**config.mk**
```make
export PLATFORM = sky130hd
export DESIGN_NAME = nor_status_poller
export DESIGN_NICKNAME = d
export VERILOG_FILES = /design/src/rtl/nsp_pkg.sv /design/src/rtl/nsp_limit_sel.sv /design/src/rtl/nsp_down_cnt.sv /design/src/rtl/nsp_toggle_judge.sv /design/src/rtl/nor_status_poller.sv
export SDC_FILE = /design/constraint.sdc
export NUM_CORES = 1
export LEC_CHECK = 0
export ABC_CLOCK_PERIOD_IN_PS = 3700
export BUFFER_PORTS_ARGS = -buffer_cell sky130_fd_sc_hd__buf_2
export CAP_MARGIN = 10
export CORE_MARGIN = 3
export CORE_UTILIZATION = 62
export DETAILED_ROUTE_END_ITERATION = 12
export GPL_ROUTABILITY_DRIVEN = 0
export HOLD_SLACK_MARGIN = 0.12
export PLACE_DENSITY = 0.95
export SLEW_MARGIN = 20
export SYNTH_ARGS = -nofsm -noshare
export SYNTH_HDL_FRONTEND = slang
export SYNTH_SLANG_ARGS = --single-unit
```
**constraint.sdc**
```tcl
create_clock -name clk -period 3.7 [get_ports clk]
set_input_delay 0.74 -clock clk [delete_from_list [all_inputs] [get_ports clk]]
set_output_delay 0.74 -clock clk [all_outputs]
set_load 0.01 [all_outputs]
```
**src/rtl/nsp_pkg.sv**
```systemverilog
package nsp_pkg;
  typedef enum logic [1:0] {
    RES_OK  = 2'b00,
    RES_ERR = 2'b01,
    RES_TMO = 2'b10
  } nsp_res_e;

  typedef enum logic [2:0] {
    ST_IDLE,
    ST_WLOW,
    ST_WHIGH,
    ST_STEP,
    ST_REQ,
    ST_RSP
  } nsp_state_e;
endpackage

```
**src/rtl/nsp_limit_sel.sv**
```systemverilog
module nsp_limit_sel #(
  parameter int unsigned W        = 30,
  parameter int unsigned TO_PROG  = 5120,
  parameter int unsigned TO_BLOCK = 10485760,
  parameter int unsigned TO_CHIP  = 805306368
) (
  input  logic [1:0]   op,
  output logic [W-1:0] limit
);
  // class to limit mapping
  always_comb begin
    unique case (op)
      2'd0:    limit = W'(TO_PROG);
      2'd1:    limit = W'(TO_BLOCK);
      default: limit = W'(TO_CHIP);
    endcase
  end
endmodule

```
**src/rtl/nsp_down_cnt.sv**
```systemverilog
module nsp_down_cnt #(
  parameter int unsigned W = 30
) (
  input  logic         clk,
  input  logic         rst_n,
  input  logic         load,
  input  logic [W-1:0] load_val,
  input  logic         dec,
  output logic         zero
);
  logic [W-1:0] cnt_q;

  always_ff @(posedge clk or negedge rst_n) begin
    if (!rst_n)    cnt_q <= '0;
    else if (load) cnt_q <= load_val;
    else if (dec)  cnt_q <= cnt_q - 1'b1;
  end

  assign zero = (cnt_q == '0);
endmodule

```
**src/rtl/nsp_toggle_judge.sv**
```systemverilog
module nsp_toggle_judge #(
  parameter int unsigned DW      = 16,
  parameter int unsigned TOG_BIT = 6,
  parameter int unsigned ERR_BIT = 5
) (
  input  logic          clk,
  input  logic          rst_n,
  input  logic          cap_first,
  input  logic [DW-1:0] word,
  output logic          toggled,
  output logic          err_seen
);
  logic tog_q, err_q;

  always_ff @(posedge clk or negedge rst_n) begin
    if (!rst_n) begin
      tog_q <= 1'b0;
      err_q <= 1'b0;
    end else if (cap_first) begin
      tog_q <= word[TOG_BIT];
      err_q <= word[ERR_BIT];
    end
  end

  assign toggled  = tog_q ^ word[TOG_BIT];
  assign err_seen = err_q;
endmodule

```
**src/rtl/nor_status_poller.sv**
```systemverilog
module nor_status_poller #(
  parameter int unsigned DW       = 16,
  parameter int unsigned TOG_BIT  = 6,
  parameter int unsigned ERR_BIT  = 5,
  parameter int unsigned TO_PROG  = 5120,
  parameter int unsigned TO_BLOCK = 10485760,
  parameter int unsigned TO_CHIP  = 805306368
) (
  input  logic          clk,
  input  logic          rst_n,
  input  logic          start_i,
  input  logic [1:0]    op_sel_i,
  input  logic          rdy_busy_i,
  output logic          rd_req_valid_o,
  input  logic          rd_req_ready_i,
  input  logic          rd_rsp_valid_i,
  input  logic [DW-1:0] rd_rsp_data_i,
  output logic          rd_rsp_ready_o,
  output logic          busy_o,
  output logic          done_o,
  output logic [1:0]    result_o
);
  import nsp_pkg::*;

  localparam int unsigned MAXL = (TO_CHIP > TO_BLOCK) ?
                                 ((TO_CHIP > TO_PROG) ? TO_CHIP : TO_PROG) :
                                 ((TO_BLOCK > TO_PROG) ? TO_BLOCK : TO_PROG);
  localparam int unsigned CW = (MAXL < 2) ? 1 : $clog2(MAXL + 1);

  nsp_state_e   st_q;
  logic [1:0]   op_q;
  logic [1:0]   rd_idx_q;
  logic [CW-1:0] limit;
  logic         cnt_zero, cnt_load, cnt_dec;
  logic         wlow_stay, whigh_stay;
  logic         rsp_fire, cap_first, toggled, err_seen;

  // class sampled at start, held for reloads
  nsp_limit_sel #(.W(CW), .TO_PROG(TO_PROG), .TO_BLOCK(TO_BLOCK), .TO_CHIP(TO_CHIP))
    u_lim (.op((st_q == ST_IDLE) ? op_sel_i : op_q), .limit(limit));

  // wait phases continue only while the line level holds and budget remains
  assign wlow_stay  = rdy_busy_i  && !cnt_zero;
  assign whigh_stay = !rdy_busy_i && !cnt_zero;

  assign cnt_load = ((st_q == ST_IDLE)  && start_i) ||
                    ((st_q == ST_WLOW)  && !wlow_stay) ||
                    ((st_q == ST_WHIGH) && !whigh_stay);
  assign cnt_dec  = ((st_q == ST_WLOW)  && wlow_stay) ||
                    ((st_q == ST_WHIGH) && whigh_stay) ||
                    ((st_q == ST_STEP)  && !cnt_zero);   // one per polling step

  nsp_down_cnt #(.W(CW)) u_cnt (
    .clk(clk), .rst_n(rst_n), .load(cnt_load), .load_val(limit),
    .dec(cnt_dec), .zero(cnt_zero)
  );

  assign rsp_fire  = (st_q == ST_RSP) && rd_rsp_valid_i;
  assign cap_first = rsp_fire && !rd_idx_q[0];

  nsp_toggle_judge #(.DW(DW), .TOG_BIT(TOG_BIT), .ERR_BIT(ERR_BIT)) u_judge (
    .clk(clk), .rst_n(rst_n), .cap_first(cap_first), .word(rd_rsp_data_i),
    .toggled(toggled), .err_seen(err_seen)
  );

  always_ff @(posedge clk or negedge rst_n) begin
    if (!rst_n) begin
      st_q     <= ST_IDLE;
      op_q     <= 2'd0;
      rd_idx_q <= 2'd0;
      done_o   <= 1'b0;
      result_o <= RES_OK;
    end else begin
      done_o <= 1'b0;
      unique case (st_q)
        ST_IDLE: if (start_i) begin          // start only sampled here
          op_q <= op_sel_i;
          st_q <= ST_WLOW;
        end
        ST_WLOW:  if (!wlow_stay)  st_q <= ST_WHIGH;
        ST_WHIGH: if (!whigh_stay) st_q <= ST_STEP;
        ST_STEP: begin
          if (cnt_zero) begin                 // budget spent
            done_o   <= 1'b1;
            result_o <= RES_TMO;
            st_q     <= ST_IDLE;
          end else begin
            rd_idx_q <= 2'd0;
            st_q     <= ST_REQ;
          end
        end
        ST_REQ: if (rd_req_ready_i) st_q <= ST_RSP;
        ST_RSP: if (rd_rsp_valid_i) begin
          if (!rd_idx_q[0]) begin
            rd_idx_q <= rd_idx_q + 2'd1;
            st_q     <= ST_REQ;
          end else if (!toggled) begin
            done_o   <= 1'b1;
            result_o <= RES_OK;
            st_q     <= ST_IDLE;
          end else if (!rd_idx_q[1]) begin    // confirm with second pair
            rd_idx_q <= 2'd2;
            st_q     <= ST_REQ;
          end else if (err_seen) begin
            done_o   <= 1'b1;
            result_o <= RES_ERR;
            st_q     <= ST_IDLE;
          end else begin
            st_q <= ST_STEP;
          end
        end
        default: st_q <= ST_IDLE;
      endcase
    end
  end

  assign rd_req_valid_o = (st_q == ST_REQ);
  assign rd_rsp_ready_o = (st_q == ST_RSP);
  assign busy_o         = (st_q != ST_IDLE);
endmodule

```
==> metrics.md, run 1 <==
| Metric | Value |
|---|---|
| Post-Layout Cell Count | 318 |
| CTS tree | yes |
| Fin nets | 296 |
| Worst endpoint data arrival time | 2.91 ns |
| F_max | 372.6 MHz |
| CTS Buf Count | 5 |
| Worst R2R Start | u_cnt.cnt_q[10] |
| Final min period | 2.684 ns |
| Synthesis Warnings | 0 |
| Max-cap viol count | 0 |
| Post-CTS Resized | 0 |
| DRC | 0 |
| Crit-path leading delay family | simple AND/OR/NAND/NOR gates |
| Sequential fraction of the synthesis area | 0.4409 |
| Share of the synthesized area in the top cell type | 0.4409 |
| Height of the chip | 68.01 um |
| CP startpoint | u_cnt.cnt_q[10] |
| Setup CP Type | reg2reg |
| Combinational Power Share | 0.476 |
| Max clock buf depth | 2 |
| Die ar. | 4625 sq um |
| Netlist Area Pre-Place | 2384 sq um |
| Measured slew at the worst slew-check pin | 0.9173 ns |
| Static leakage | 1.079 nW |
| Crit path buf inv count | 0 |
| Cell taking the most area after synthesis | dfrtp_1 |
| Post-CTS Setup Inserts | 0 |
| P_sw | 0.9816 mW |
| Max_slew headroom | 0.3885 |
| Critical path fanouts, max | 9 |
| Sequential power share | 0.377 |
| Post-synth EDFFs | 0 |
| Hold Buf Count CTS | 0 |
| CP max stage cell | o41a_1 |
| WP data required | 3.92 ns |
| Routed Antenna Nets | 0 |
| Hold path cells | 1 |
| Area contributors post-synth | dfrtp_1 44%, a21oi_1 5.0%, or3_1 5.0%, o21ai_0 3.8%, or4_1 3.8% |
| I/O Buffers | 15 |
| Final Hold Slack | 0.5133 ns |
| Clock Sinks | 42 |
| Share of post-route cells with drive strength above 1 | 0.1581 |
| Worst reg2reg path depth | 5 |
| Average vias per placed instance | 6.670 |
| First-pass GRT wire length | 9384 um |
| Final Slew Violations | 0 |
| Worst vdd ir | 0.5886 mV |
| Clock share of power | 0.147 |
| Cell Rows | 21 |
| Sw Ratio | 0.4575 |
| DRT iter0 DRCs | 245 |
| CP peak stage delay | 0.63 ns |
| Ant. Diodes | 0 |
| Tot GR Track Use | 0.2700 |
| Largest net degree at the start of global routing | 43 |
| RSZ-0062 raised after global routing | no |
| Area grow syn2layout | 8.451% |
| Initial core utilization | 0.6770 |
| DR pass1 iterations | 5 |
| Worst path depth | 5 |
| Setup crit end kind | flop |
| Yosys cell types | 48 |
| Finished Core Util | 0.7342 |
| Mean area per synthesized cell | 9.274 sq um |
| Mapped Cells | 257 |
| CP Cell Sequence | nor4_2 -> nand3_1 -> o41a_1 -> or2_0 -> a31oi_1 |
| Flops & latches, synth | 42 |
| I/O pins | 30 |
| Core area | 3521 sq um |
| Routed Wire Length | 5340 um |
| Global route total overflow | 0 |
| Initial antenna violation count | 0 |
| Final setup vio count | 0 |
| Setup tns final | 0 ns |
| Most frequent cells after synthesis | 42 x dfrtp_1, 24 x a21oi_1, 19 x or3_1, 18 x o21ai_0, 16 x nor2_1 |
| Most common cell in the netlist | dfrtp_1 |
| Vias in the first global route | 2064 |
| Tcrit/Tclk final | 0.7254 |
| Reg2reg end | u_cnt.cnt_q[23] |
| Detailed placement HPWL | 3628 um |
| Reg2reg setup slack | 1.02 ns |
| Die width | 68.01 um |
| Clock skew | 0.008017 ns |
| Syn nets | 282 |
| Dpl cells | 310 |
| Min-delay worst type | reg2reg |
| Capture point of the critical path | u_cnt.cnt_q[23] |
| Later-pin clock latency in the skew report | 0.31 ns |
| H-Tree Depth | 2 |
| Clock transition at path regs | 0.08 ns |
| Pwr per Cell Area | 830.0 nW/um^2 |
| Per-cell routed wire length | 16.79 um |
| Int Pwr | 1.164 mW |
| Root buf cell | clkbuf_8 |
| Type of origin of the critical path | flop |
| Async set or reset register ratio after synthesis | 1.000 |
| Ys flop type | dfrtp_1 |
| Total vias in the final route | 2121 |
| Status | finished clean |
| Fin. Hold Viols | 0 |
placed cells by master (no fill, tap or decap), drive strengths merged, types with 2 or more instances in the layout:
cell type,count
a31oi,5
clkbuf,6
or2,5
and2,2
nand2,12
buf,19
xor2,5
dfrtp,42
nand3b,3
nor2,17
inv,6
a21oi,24
o311ai,2
o2111ai,2
mux2i,5
and3,2
nand3,8
mux2,5
o211ai,2
or4,12
or3,19
or3b,3
o31ai,12
nor2b,3
xnor2,2
nor3,8
nor4,7
o21ai,18
worst min path at each step:
stage	end	startpoint
2_1_floorplan	done_o	rst_n
4_1_cts	op_q[0]	op_q[0]
3_3_place_gp	result_o[1]	result_o[1]
5_1_grt	result_o[1]	result_o[1]
3_5_place_dp	op_q[0]	op_q[0]
6_report	op_q[0]	op_q[0]
power by group through the flow:
| stage | Combinational, mW | Clock (mW) | Sequential (mW) |
|---|---|---|---|
| floorplan | 0.831 | 0 | 0.731 |
| global placement | 0.946 | 0 | 0.793 |
| detailed placement | 1.00 | 0 | 0.810 |
| CTS | 1.01 | 0.317 | 0.803 |
| global route | 1.14 | 0.339 | 0.837 |
| finish | 1.02 | 0.316 | 0.809 |
sequential cells by signal, summed over array words and instances, names as in the netlist:
| name | count |
|---|---|
| result_o | 2 |
| st_q | 3 |
| u_judge.tog_q | 1 |
| op_q | 2 |
| done_o | 1 |
| u_judge.err_seen | 1 |
| rd_idx_q | 2 |
| u_cnt.cnt_q | 30 |
cell families after synthesis:
family | after synthesis | synth area share
simple gates | 105 | 0.2567
compound gates | 74 | 0.1937
flops | 42 | 0.4409
buf+inv | 18 | 0.03306
mux | 10 | 0.04462
xor+xnor | 7 | 0.02572
fa+ha+maj | 1 | 0.005249
metal layers:
layer | routed length, um | vias to the layer above | track usage
met5 | 0 | - | 0
met3 | 300 | 16 | 0.05419
met1 | 2304 | 1018 | 0.3421
met2 | 2612 | 83 | 0.4428
met4 | 123 | 0 | 0.1241
li1 | - | 1004 | -
worst register-to-register path, cell delays in order (launching register included):
cell	delay, ns
dfrtp_1	0.41
nor4_2	0.57
nand3_1	0.43
o41a_1	0.63
or2_0	0.36
a31oi_1	0.21
area by class of cell:
cell class / instances / area, sq um
timing repair buffer: 19 / 105.1
sequential: 42 / 1051
inverter: 6 / 22.52
fill: 246 / 935.9
multi-input combinational: 197 / 1254
clock inverter: 2 / 12.51
tap: 46 / 57.56
clock buffer: 6 / 82.58
through the flow:
step	power, mW	worst slack [ns]	instance area, sq um
detailed placement	1.810	1.018	2490
global placement	1.740	1.088	2490
finish	2.145	1.016	2585
CTS	2.131	1.034	2585
global route	2.321	0.6671	2585
floorplan	1.562	1.467	2384
(Power assumes the default switching activity.)
==> run 2: changes to the inputs <==
Settings changed: ABC_CLOCK_PERIOD_IN_PS 3700 to 2300, CORE_UTILIZATION 62 to 52, PLACE_DENSITY 0.95 to 0.88.
Clock period 3.7 ns to 2.3 ns, I/O delays scaled along.
==> metrics.md, run 2 (synthesis gave the netlist of run 1 again) <==
| Metric | Value |
|---|---|
| Global route total overflow | 0 (unchanged) |
| Fin. Hold Viols | 0 (unchanged) |
| Hold Buf Count CTS | 0 (unchanged) |
| DRC | 0 (unchanged) |
| Max clock buf depth | 2 (unchanged) |
| Largest net degree at the start of global routing | 28 (-35%) |
| Die width | 73.71 um (+8.4%) |
| GRT Max-Usage Layer | met2 |
| Reg2reg setup slack | -0.06 ns (-1.08 ns) |
| Area grow syn2layout | 26.30% |
| I/O pins | 30 (unchanged) |
| Per-cell routed wire length | 17.81 um (+6.0%) |
| GRT met3 Usage | 0.04241 (-0.01178) |
| Pwr per Cell Area | 1383 nW/um^2 (+67%) |
| Sequential power share | 0.296 (-0.081) |
| CTS Buf Count | 5 (unchanged) |
| Die ar. | 5432 sq um (+17%) |
| Vias in the first global route | 2188 (+6.0%) |
| Clock skew | 0.006864 ns (-0.001153 ns) |
| Detailed placement HPWL | 4219 um (+16%) |
| Sw Ratio | 0.4427 (-0.01484) |
| Clock transition at path regs | 0.08 ns (about the same) |
| DR pass1 iterations | 4 (-1) |
| Max reg flops | 30 (unchanged) |
| Static leakage | 1.271 nW (+18%) |
| Worst endpoint data arrival time | 2.59 ns (-0.32 ns) |
| Biggest regs | u_cnt.cnt_q: 30 flops, st_q: 3 flops |
| Measured slew at the worst slew-check pin | 0.6207 ns (-0.2965 ns) |
| GR Util met1 | 0.2837 (-0.05841) |
| Root buf cell | clkbuf_8 |
| Int Pwr | 2.320 mW (+99%) |
| F_max | 423.3 MHz (+14%) |
| Routed Wire Length | 6321 um (+18%) |
| Final Hold Slack | 0.1651 ns (-0.3482 ns) |
| Tcrit/Tclk final | 1.027 (+0.3017) |
| Later-pin clock latency in the skew report | 0.30 ns (about the same) |
| Tot GR Track Use | 0.2328 (-0.03722) |
| Grt met2 use | 0.4055 (-0.03733) |
| I/O Buffers | 15 (unchanged) |
| Final Slew Violations | 0 (unchanged) |
| Setup CP Type | reg2reg |
| Ant. Diodes | 0 (unchanged) |
| CTS tree | yes |
| Core area | 4202 sq um (+19%) |
| Worst R2R Start | u_cnt.cnt_q[14] |
| Cell Rows | 23 (+9.5%) |
| Combinational Power Share | 0.591 (+0.115) |
| Biggest register | u_cnt.cnt_q |
| CP startpoint | u_cnt.cnt_q[14] |
| Capture point of the critical path | u_cnt.cnt_q[24] |
| Worst reg2reg path depth | 7 (+2) |
| Routed Antenna Nets | 0 (unchanged) |
| Min-delay worst type | in2async |
| Height of the chip | 73.71 um (+8.4%) |
| Worst vdd ir | 0.7783 mV (+32%) |
| Leading cell type in the layout, fill and taps excluded | dfrtp_1 |
| Failing checks | negative setup slack |
| Final setup vio count | 6 (+6) |
| Max-cap viol count | 0 (unchanged) |
| Setup ws final | -0.06242 ns (-1.078 ns) |
| Reg2reg end | u_cnt.cnt_q[24] |
| DRT iter0 DRCs | 141 (-42%) |
| P_sw | 1.843 mW (+88%) |
| Max_slew headroom | 0.5862 (+0.1977) |
| Total vias in the final route | 2270 (+7.0%) |
| Initial core utilization | 0.5673 (-0.1097) |
| H-Tree Depth | 2 (unchanged) |
| Place WS | -0.09541 ns (-1.113 ns) |
| Critical path fanouts, max | 5 (-4) |
| Status | finished, violations left |
| Clock share of power | 0.113 (-0.034) |
| Clock Sinks | 42 (unchanged) |
| Fin nets | 331 (+12%) |
| Share of post-route cells with drive strength above 1 | 0.3410 (+0.1829) |
| RSZ-0062 raised after global routing | yes |
| First-pass GRT wire length | 9804 um (+4.5%) |
| Final min period | 2.362 ns (-0.3216 ns) |
| Initial antenna violation count | 0 (unchanged) |
| Setup crit end kind | flop |
| WP data required | 2.53 ns (-1.39 ns) |
| Setup tns final | -0.1590 ns (-0.1590 ns) |
| Average vias per placed instance | 6.394 (-4.1%) |
| Type of origin of the critical path | flop |
| Most frequent cells in the layout | 42 x dfrtp_1, 35 x buf_4, 16 x o21ai_0 |
## run 2: how the worst min path moves through the flow
stage	cells after the start	start	to	slack, ns
final	1	rst_n	done_o	0.17
after detailed placement	1	result_o[1]	result_o[1]	0.49
after global placement	1	result_o[1]	result_o[1]	0.47
after CTS	1	rst_n	done_o	0.19
after global routing	1	rst_n	done_o	0.20
after floorplan	0	rst_n	done_o	0.16
## run 2: worst max-delay path, stage by stage, from the launching register on
cell      delay [ns]
dfrtp_1         0.41
or3_4           0.40
buf_4           0.17
nor4_4          0.26
buf_4           0.17
nand3b_1        0.19
or4_4           0.57
a21oi_2         0.12
## run 2: routing by layer
layer / vias to the layer above / part of all wire / wire [um]
met3: 19 / 0.038 / 242
met4: 0 / 0.025 / 161
met1: 1125 / 0.41 / 2605
met2: 59 / 0.52 / 3312
met5: - / 0 / 0
li1: 1067 / - / -
## run 2: power groups by stage
| stage | Sequential, mW | Combinational (mW) | Clock [mW] |
|---|---|---|---|
| after detailed placement | 1.21 | 2.09 | 0 |
| final | 1.23 | 2.46 | 0.470 |
| after global routing | 1.26 | 2.68 | 0.497 |
| after floorplan | 1.18 | 1.34 | 0 |
| after global placement | 1.19 | 2.00 | 0 |
| after CTS | 1.20 | 2.17 | 0.470 |
## run 2: area by class of cell
class                           instances  area, sq um
Clock buffer                            6        82.58
Fill cell                             305         1191
Inverter                                6        22.52
Multi-Input combinational cell        197         1405
Sequential cell                        42         1051
Tap cell                               50        62.56
Timing Repair Buffer                   54        386.6
## run 2: timing repair
item	CTS	global route
pin swaps	1	4
endpoints found under the setup margin	16	31
gates cloned	0	1
buffers inserted	0	3
resized for setup	7	34
## run 2: metrics by stage
step                total power, mW  instances  utilization  area, sq um
floorplan                     2.513        257            -         2384
global placement              3.189        345       0.6492         2728
detailed placement            3.303        345       0.6492         2728
CTS                           3.842        351       0.6757         2839
global route                  4.439        355       0.7165         3010
finish                        4.163        355       0.7165         3010
==> run 3: changes to the inputs <==
Settings changed: SETUP_SLACK_MARGIN set to 0.5, SLEW_MARGIN 20 to not set.
==> metrics.md, run 3 (synthesis gave the netlist of run 1 again) <==
| Metric | Value |
|---|---|
| Tot GR Track Use | 0.2696 (+0.03673) |
| Max clock buf depth | 2 (unchanged) |
| Worst endpoint data arrival time | 2.57 ns (-0.02 ns) |
| Failing checks | negative setup slack |
| CP Cell Sequence | or3_4 -> or4_4 -> o41a_1 -> or2_4 -> a31oi_1 |
| Crit-path leading delay family | simple AND/OR/NAND/NOR gates |
| Clock Sinks | 42 (unchanged) |
| Root buf cell | clkbuf_8 |
| Initial antenna violation count | 0 (unchanged) |
| DRT iter0 DRCs | 296 (+110%) |
| Sequential power share | 0.266 (-0.030) |
| Detailed placement HPWL | 4176 um (-1.0%) |
| Total vias in the final route | 2468 (+8.7%) |
| Worst reg2reg path depth | 5 (-2) |
| Final Slew Violations | 0 (unchanged) |
| Fin nets | 342 (+3.3%) |
| Leading cell type in the layout, fill and taps excluded | buf_4 |
| Status | finished, violations left |
| Biggest regs | u_cnt.cnt_q: 30 flops, st_q: 3 flops |
| Clock skew | 0.01213 ns (+0.005270 ns) |
| Setup CP Type | reg2reg |
| Worst R2R Start | u_cnt.cnt_q[16] |
| Critical path fanouts, max | 6 (+1) |
| Measured slew at the worst slew-check pin | 0.4410 ns (-0.1798 ns) |
| Core area | 4202 sq um (unchanged) |
| Most frequent cells in the layout | 42 x buf_4, 40 x dfrtp_1, 21 x a21oi_1, 15 x or3_1, 15 x buf_2 |
| Fin area | 3221 sq um (+7.0%) |
| I/O pins | 30 (unchanged) |
| Combinational Power Share | 0.610 (+0.019) |
| Static leakage | 1.363 nW (+7.2%) |
| DR pass1 iterations | 5 (+1) |
| Die width | 73.71 um (unchanged) |
| Ant. Diodes | 0 (unchanged) |
| Vias in the first global route | 2373 (+8.5%) |
| Max_slew headroom | 0.6976 (+0.1114) |
| Die ar. | 5432 sq um (unchanged) |
| Largest net degree at the start of global routing | 18 (-36%) |
| Max reg flops | 30 (unchanged) |
| Int Pwr | 2.601 mW (+12%) |
| Routed Wire Length | 7655 um (+21%) |
| Dpl cells | 350 (+1.4%) |
| I/O Buffers | 15 (unchanged) |
| Min-delay worst type | in2reg |
| Setup crit end kind | flop |
| Fin. Hold Viols | 0 (unchanged) |
| Biggest register | u_cnt.cnt_q |
| Crit path buf inv count | 0 (-2) |
| F_max | 427.8 MHz (+1.1%) |
| Post-Layout Cell Count | 368 (+3.7%) |
| Initial core utilization | 0.5673 (unchanged) |
| P_sw | 2.134 mW (+16%) |
| CP max stage cell | or4_4 |
| Reg2reg setup slack | -0.04 ns (+0.02 ns) |
| Setup tns final | -0.3280 ns (-0.1690 ns) |
| Share of post-route cells with drive strength above 1 | 0.3742 (+0.03323) |
| DRC | 0 (unchanged) |
| Type of origin of the critical path | flop |
| Clock transition at path regs | 0.08 ns (about the same) |
| Global route total overflow | 0 (unchanged) |
| Reg2reg end | u_cnt.cnt_q[29] |
| CTS Buf Count | 5 (unchanged) |
| WP data required | 2.53 ns (about the same) |
| Worst vdd ir | 0.9783 mV (+26%) |
| RSZ-0062 raised after global routing | yes |
| Routed Antenna Nets | 0 (unchanged) |
| Dpl cell area | 2828 sq um (+3.7%) |
| CP startpoint | u_cnt.cnt_q[16] |
| Sw Ratio | 0.4507 (+0.008003) |
| Height of the chip | 73.71 um (unchanged) |
| Worst path depth | 5 (-2) |
| Capture point of the critical path | u_cnt.cnt_q[29] |
| Max-cap viol count | 0 (unchanged) |
| Later-pin clock latency in the skew report | 0.31 ns (about the same) |
| Area grow syn2layout | 35.12% |
| Final Hold Slack | 0.4017 ns (+0.2366 ns) |
| Final min period | 2.338 ns (-0.02476 ns) |
| Final setup vio count | 21 (+15) |
| Fillers | 240 (-21%) |
| Clock share of power | 0.124 (+0.011) |
| Finished Core Util | 0.7665 (+0.05003) |
| H-Tree Depth | 2 (unchanged) |
| CTS tree | yes |
| CP peak stage delay | 0.51 ns (-0.06 ns) |
| Tcrit/Tclk final | 1.016 (-0.01077) |
| First-pass GRT wire length | 11060 um (+13%) |
| Pwr per Cell Area | 1470 nW/um^2 (+6.3%) |
| Average vias per placed instance | 6.707 (+4.9%) |
| Setup ws final | -0.03766 ns (+0.02476 ns) |
| Per-cell routed wire length | 20.80 um (+17%) |
| Cell Rows | 23 (unchanged) |
==> run 3: cell types whose count changed in the layout (fill, tap and decap cells not counted), sizes merged <==
cell	previous run	this run
dlygate4sd3	0	1
clkdlybuf4s15	0	1
clkbuf	6	7
buf	54	63
bufinv	0	1
==> run 3: stage by stage <==
step	setup WS (ns)	power (mW)
after floorplan	0.1252	2.595
after CTS	0.01456	4.344
final	-0.03766	4.736
after global routing	-0.1275	4.959
after global placement	-0.03832	3.370
after detailed placement	-0.04332	3.479
==> run 3: final cells by class <==
cell class | instances | area (sq um) | share of cell area
inverter | 6 | 22.52 | 0.006993
sequential | 42 | 1054 | 0.3271
clock buffer | 7 | 76.32 | 0.02370
multi-input combinational | 197 | 1475 | 0.4580
tap | 50 | 62.56 | 0.01943
timing repair buffer | 65 | 500.5 | 0.1554
clock inverter | 1 | 30.03 | 0.009324
==> run 3: power groups by stage <==
stage | combinational [mW] | clock [mW] | sequential [mW]
6_report | 2.89 | 0.586 | 1.26
5_1_grt | 3.07 | 0.609 | 1.28
4_1_cts | 2.56 | 0.582 | 1.21
3_5_place_dp | 2.27 | 0 | 1.21
3_3_place_gp | 2.18 | 0 | 1.19
2_1_floorplan | 1.42 | 0 | 1.18
==> run 3: routing by layer <==
layer | track usage | wire length [um] | up-vias
met4 | 0.1650 | 419 | 0
li1 | - | - | 1090
met2 | 0.4419 | 3869 | 145
met3 | 0.06156 | 537 | 41
met1 | 0.3179 | 2830 | 1192
met5 | 0 | 0 | -
==> run 3: worst min path at each step <==
stage | from | end | slack [ns] | cells after the start
3_3_place_gp | rst_n | u_cnt.cnt_q[6] | 0.36 | 1
5_1_grt | rd_rsp_data_i[5] | u_judge.err_seen | 0.40 | 2
2_1_floorplan | rst_n | done_o | 0.16 | 0
6_report | rd_rsp_data_i[5] | u_judge.err_seen | 0.40 | 2
4_1_cts | op_sel_i[0] | op_q[0] | 0.40 | 2
3_5_place_dp | rst_n | u_cnt.cnt_q[6] | 0.37 | 1
==> run 3: timing repair <==
action | in CTS | in global routing
resized for setup | 27 | 20
setup endpoints to repair | 43 | 43
hold endpoints to repair | 12 | 0
hold buffers | 1 | 0
buffers inserted | 6 | 2
gates cloned | 1 | 0
pin swaps | 12 | 3
